--- config.mk ---
export PLATFORM = sky130hd
export DESIGN_NAME = burst_seq
export DESIGN_NICKNAME = d
export VERILOG_FILES = /design/src/rtl/burst_seq_pkg.sv /design/src/rtl/burst_beat_ctr.sv /design/src/rtl/burst_order_map.sv /design/src/rtl/burst_seq.sv
export SDC_FILE = /design/constraint.sdc
export NUM_CORES = 1
export LEC_CHECK = 0
export BUFFER_PORTS_ARGS = -buffer_cell sky130_fd_sc_hd__buf_2
export CAP_MARGIN = 30
export CORE_AREA = 2 2 39 41
export DETAILED_ROUTE_END_ITERATION = 7
export DIE_AREA = 0 0 41 43
export GPL_TIMING_DRIVEN = 0
export SYNTH_ARGS = -nofsm -noshare
export SYNTH_HDL_FRONTEND = slang
export SYNTH_SLANG_ARGS = --single-unit
--- constraint.sdc ---
create_clock -name clk -period 1.9 [get_ports clk]
set_clock_uncertainty 0.1 [all_clocks]
set_input_delay 0.475 -clock clk [delete_from_list [all_inputs] [get_ports clk]]
set_output_delay 0.475 -clock clk [all_outputs]
set_load 0.1 [all_outputs]
--- src/rtl/burst_seq_pkg.sv ---
package burst_seq_pkg;
  typedef enum logic {
    ORDER_LINEAR = 1'b0,
    ORDER_INTLV  = 1'b1
  } order_e;
endpackage

--- src/rtl/burst_beat_ctr.sv ---
// Holds the start value and beat index of the current burst.
module burst_beat_ctr #(
  parameter int AW = 2
) (
  input  logic          clk,
  input  logic          rst,
  input  logic          load,
  input  logic [AW-1:0] start_bits,
  input  logic          adv_n,
  output logic [AW-1:0] nxt_start,
  output logic [AW-1:0] nxt_idx,
  output logic          update
);
  logic [AW-1:0] start_q;
  logic [AW-1:0] idx_q;

  always_comb begin
    nxt_start = start_q;
    nxt_idx   = idx_q;
    update    = 1'b0;
    if (rst) begin
      nxt_start = '0;
      nxt_idx   = '0;
      update    = 1'b1;
    end else if (load) begin
      nxt_start = start_bits;
      nxt_idx   = '0;
      update    = 1'b1;
    end else if (!adv_n) begin
      nxt_idx   = idx_q + 1'b1;  // wraps modulo 2**AW
      update    = 1'b1;
    end
  end

  always_ff @(posedge clk) begin
    start_q <= nxt_start;
    idx_q   <= nxt_idx;
  end
endmodule

--- src/rtl/burst_order_map.sv ---
// Forms the burst address from start value and beat index.
module burst_order_map #(
  parameter int AW = 2
) (
  input  logic                  intlv,
  input  logic [AW-1:0]         base,
  input  logic [AW-1:0]         beat,
  output logic [AW-1:0]         addr_out
);
  import burst_seq_pkg::*;

  logic [AW-1:0] xor_addr;
  logic [AW-1:0] sum_addr;

  for (genvar b = 0; b < AW; b++) begin : g_xor
    assign xor_addr[b] = base[b] ^ beat[b];
  end

  assign sum_addr = base + beat;  // carry out dropped: modulo 2**AW

  always_comb begin
    if (order_e'(intlv) == ORDER_INTLV) addr_out = xor_addr;
    else                                addr_out = sum_addr;
  end
endmodule

--- src/rtl/burst_seq.sv ---
module burst_seq #(
  parameter int AW = 2
) (
  input  logic          clk,
  input  logic          rst,
  input  logic          load,
  input  logic [AW-1:0] start_bits,
  input  logic          adv_n,
  input  logic          intlv,
  output logic [AW-1:0] addr,
  output logic          last_beat
);
  localparam logic [AW-1:0] LAST_IDX = {AW{1'b1}};

  logic [AW-1:0] nxt_start;
  logic [AW-1:0] nxt_idx;
  logic          update;
  logic [AW-1:0] nxt_addr;

  burst_beat_ctr #(.AW(AW)) u_ctr (
    .clk        (clk),
    .rst        (rst),
    .load       (load),
    .start_bits (start_bits),
    .adv_n      (adv_n),
    .nxt_start  (nxt_start),
    .nxt_idx    (nxt_idx),
    .update     (update)
  );

  burst_order_map #(.AW(AW)) u_map (
    .intlv    (intlv),
    .base     (nxt_start),
    .beat     (nxt_idx),
    .addr_out (nxt_addr)
  );

  always_ff @(posedge clk) begin
    if (update) begin
      addr      <= nxt_addr;
      last_beat <= !rst && (nxt_idx == LAST_IDX);
    end
  end
endmodule

### After elaboration in Yosys (flattened, before gate mapping)

Cells that the tools add are included.
Widths: inputs -> output; s select.

* RAM bits: 0
* bits in read-only memories: 0
* latch bits: 0
* flip-flop bits (word level): 7
* memories kept: 0
* logic and storage cells: 20

* divide/modulo/power cells: 0
* multiplexer cells: 9
* order comparisons: 0
* $add $sub $neg: 2
* bitwise gates (word level): 2
* reduce and logical (&&, ||, !) cells: 2
* shift-type cells: 0
* $mul: 0
* equality and inequality tests: 1

Operators by type and width (number)
* $mux 2: 6
* $mux 1: 3
* $add 2x1->2 const B: 1
* $add 2x2->2: 1
* $eq 2x2->1 const B: 1
* $xor 1x1->1: 2
* $logic_and 1x1->1: 1
* $logic_not 1->1: 1

### Logic depth before layout (Yosys ltp)

* word-level depth: 6
* depth in mapped cells: 6
* mapped depth without buffers: 6

### Modules after synthesis

A second synthesis with hierarchy kept.

* cells, all modules: 23
* area, all modules: 295.3 um2

By module, submodules not included
* burst_beat_ctr: times used 1, cells an instance 15, area an instance 160.2 um2
* burst_seq: times used 1, cells an instance 4, area an instance 98.8 um2
* burst_order_map: times used 1, cells an instance 4, area an instance 36.3 um2

### Worst setup path before layout

No wires, ideal clock.

* path type: input -> register
* start point: in adv_n
* end point: reg addr[1], data pin
* slack: 183 ps
* path buffers: 0
* arrival time: 1357 ps
* stages on the path: 6
* path through: nor2b_1 -> nor4_1 -> ha_1 -> and2b_2 -> xnor2_1 -> xnor2_1

* longest elaborated chain between the ends: 5
* elaborated cells on any way between the ends: 6
* classes of those cells: add/sub: 1; mux: 4; bitwise: 1

RTL lines
* from (decl): line burst_seq.sv:8 `input logic adv_n,`
* $mux 2: line burst_beat_ctr.sv:29 `end else if (!adv_n) begin`
* $mux 2: line burst_beat_ctr.sv:25 `end else if (load) begin`
* $mux 2: line burst_beat_ctr.sv:21 `if (rst) begin`
* named net nxt_idx[0]: line burst_seq.sv:16 `logic [AW-1:0] nxt_idx;`
* $add 2x2->2: line burst_order_map.sv:19 `assign sum_addr = base + beat;`
* $mux 2: line burst_order_map.sv:22 `if (order_e'(intlv) == ORDER_INTLV) addr_out = xor_addr;`
* named net nxt_addr[1]: line burst_seq.sv:18 `logic [AW-1:0] nxt_addr;`
* to (signal assigned): line burst_seq.sv:40 `addr <= nxt_addr;`
* to (decl): line burst_seq.sv:10 `output logic [AW-1:0] addr,`

The timed path passes the listed nets, and every way through them passes these cells.
A chain may end at the register's enable or synchronous reset.

### Final worst setup path

* start point: reg u_ctr.idx_q[0]
* end point: reg addr[1], data pin

* longest elaborated chain between the ends: 6
* elaborated cells on any way between the ends: 7
* classes of those cells: add/sub: 2; mux: 4; bitwise: 1

RTL lines
* from (decl): line burst_beat_ctr.sv:15 `logic [AW-1:0] idx_q;`
* from (signal assigned): line burst_beat_ctr.sv:37 `idx_q <= nxt_idx;`
* $add 2x1->2: line burst_beat_ctr.sv:30 `nxt_idx = idx_q + 1'b1;`
* $mux 2 (*): line burst_beat_ctr.sv:29
* $mux 2 (*): line burst_beat_ctr.sv:25
* $mux 2 (*): line burst_beat_ctr.sv:21
* named net nxt_idx[0]: line burst_seq.sv:16
* $add 2x2->2 (*): line burst_order_map.sv:19
* $mux 2 (*): line burst_order_map.sv:22
* named net nxt_addr[1]: line burst_seq.sv:18

The timed path passes the listed nets; every way through them passes the cells marked *.

==> results.yml <==
global_route:
  grt_max_degree: 6
  grt_pass1_vias: 212
  antenna_found_initial: 0
  grt_pass1_wl_um: 855
  overflow: 0
  grt.total_usage_pct: 8.09
timing:
  worstMarginPinSlew_ns: 0.484
  maxSlewViolCount: 0
  setup_viol: 0
  setup_tns_ns: 0
  setup_slack_ns: 0.256
  period_share_pct: 86.5
  period_needed_ns: 1.64
  holdWs_ns: 0.397
  rsz0062_at_grt: "false"
  final_hold_viol_count: 0
  max_freq_mhz: 608
  slew_headroom_pct: 68.0
route:
  wl_met2_um: 215
  drc: 0
  met3_length_um: 44
  viasPerCell: 3.85
  highest_layer: "met3"
  routed_wirelength_um: 465
  dr.first_iter.drc_count: 0
  antenna_left: 0
  drt-pass1-iter-count: 1
  vias: 204
  met1_length_um: 205
  wire_per_inst_um: 8.77
floorplan:
  initial_core_util_pct: 21.8
  chipHeight_um: 43
  rows: 14
  die_width_um: 41
  fp.dieArea_sq_um: 1760
  core_area_sq_um: 1380
  io_pins: 10
layout:
  mostFrequentLayoutCells: "buf_2 (9), dfxtp_1 (4), xnor2_1 (3), edfxtp_1 (3), clkbuf_4 (3)"
  layout.nets: 46
  num-fill-cells: 155
  synthToLayoutAreaGrowth_pct: 32.4
  fin_cells: 53
  seq_area_sq_um: 170
  multiInputGateArea_sq_um: 134
  drive_gt1_share_pct: 45.9
  layout_commonest_cell: "buf_2"
  diodes: 0
synthesis:
  ys.warnings.count: 0
  syn_nets: 32
  synth_cell_types: 15
  yosys_register_bits: 7
  synth.avg_cell_area_sq_um: 12.6
  synth-simple-area-share_pct: 22.8
  synth_top_family_by_area: "simple AND/OR/NAND/NOR gates"
  synth.cell_area_sq_um: 302
  seq_area_frac_synth_pct: 56.4
  synth_mux_area_share_pct: 6.64
  synth_compound_area_share_pct: 0
  synthAdderAreaFrac_pct: 4.15
  synth_cells: 24
  synth_xor_xnor_area_share_pct: 8.71
placed_design:
  dp_slack_ns: -0.0829
  gp_congestion: 0.690
  dp_cells: 49
  portBuffers: 9
clock_tree:
  cts_buffers: 3
  clock_path_buffers: 2
  cts.repair.resized: 0
  cts_hold_repair.buffers: 0
  clock_latency_ns: 0.25
  cts_max_level: 1
  post-cts-setup-buffers: 0
  cts_tree: "built"
  clkTransAtPathRegs_ns: 0.05
  root_buffer: "clkbuf_4"
  clock_sinks: 7
critical_path:
  critPathMostFrequentCell: "xnor2_1"
  cp-start-kind: "flop"
  crit_chain: "nor2b_2, nor4_2, ha_1, and2b_2, xnor2_1, xnor2_1"
  critPathCaptureType: "flop"
  crit_buf_inv: 0
  critPathMaxStageDelay_ns: 0.30
  path_max_fanout: 3
  worstPathRequired_ns: 1.80
  worstSetupPathType: "reg2reg"
  worstPathArrival_ns: 1.54
  cp_top_family: "simple AND/OR/NAND/NOR gates"
  cp_slowest_cell: "dfxtp_1"
power:
  ir_drop_mv: 0.238
  p_per_area_nw_per_um2: 953
  p_leak_uw: 0.000172
  totalPowerFinal_uw: 381
job:
  drv_cap: 0
worst_hold_path:
  hold_path_class: "in2reg"
status:
  outcome: "complete, no violations"
-- path summary, 6_finish.rpt --
kind,from,endpoint,slack (ns),cells after the start
setup reg to reg,u_ctr.idx_q[0]$_DFF_P_,addr[1]$_DFFE_PP_,0.26,6
hold reg to reg,u_ctr.start_q[0]$_DFF_P_,u_ctr.start_q[0]$_DFF_P_,0.43,2
hold / removal,load,u_ctr.idx_q[1]$_DFF_P_,0.40,2
setup / recovery,u_ctr.idx_q[0]$_DFF_P_,addr[1]$_DFFE_PP_,0.26,6
-- sequential cells by signal, indices dropped and copies added, names as in the netlist --
signal and flops:
addr 2, last_beat 1, u_ctr.idx_q 2, u_ctr.start_q 2
-- where the power goes --
| group | internal, uW | leakage, uW | switching [uW] | total [uW] |
|---|---|---|---|---|
| registers | 167 | 0.0000670 | 2.26 | 169 |
| clock network | 80.2 | 0.0000150 | 55.2 | 135 |
| logic | 18.2 | 0.0000898 | 57.6 | 75.8 |
| total | 265 | 0.000172 | 115 | 381 |
-- synthesized netlist by cell type --
library cell  count  area share (%)
nand2_1           1             1.2
nor4_1            1             2.1
nor3_2            1             3.3
clkbuf_1          1             1.2
nor2b_2           1             2.9
mux2i_1           2             6.6
xnor2_1           3             8.7
nor2b_1           1             2.1
dfxtp_1           4              27
nor2_1            2             2.5
edfxtp_1          3              30
nor2_4            1             3.7
and2b_2           1             2.9
and2_1            1             2.1
ha_1              1             4.1
-- cell type report --
| cell class | instances | area share (%) |
|---|---|---|
| multi-input combinational | 16 | 33.5 |
| clock buffer | 4 | 6.58 |
| timing repair buffer | 9 | 11.3 |
| sequential | 7 | 42.6 |
| tap | 16 | 5.02 |
| buffer | 1 | 0.940 |
-- per-layer routing --
metal | global-route usage (%) | vias to the layer above
met5 | 0 | -
met4 | 10.0 | 0
met3 | 3.14 | 0
met2 | 8.44 | 9
met1 | 10.5 | 88
li1 | - | 107
-- through the flow --
stage,utilization (%),instance area (sq um)
final,28.8,399
after global routing,28.8,399
after CTS,28.4,393
after detailed placement,26.5,367
after global placement,26.5,367
after floorplan,-,302
-- cells by family (layout without fill, tap and decap cells) --
group         after synthesis  after routing
simple gates               10             10
flops                       7              7
xor+xnor                    3              3
mux                         2              2
fa+ha+maj                   1              1
buf+inv                     1             14
No activity file was read; power rests on OpenSTA's default activity.
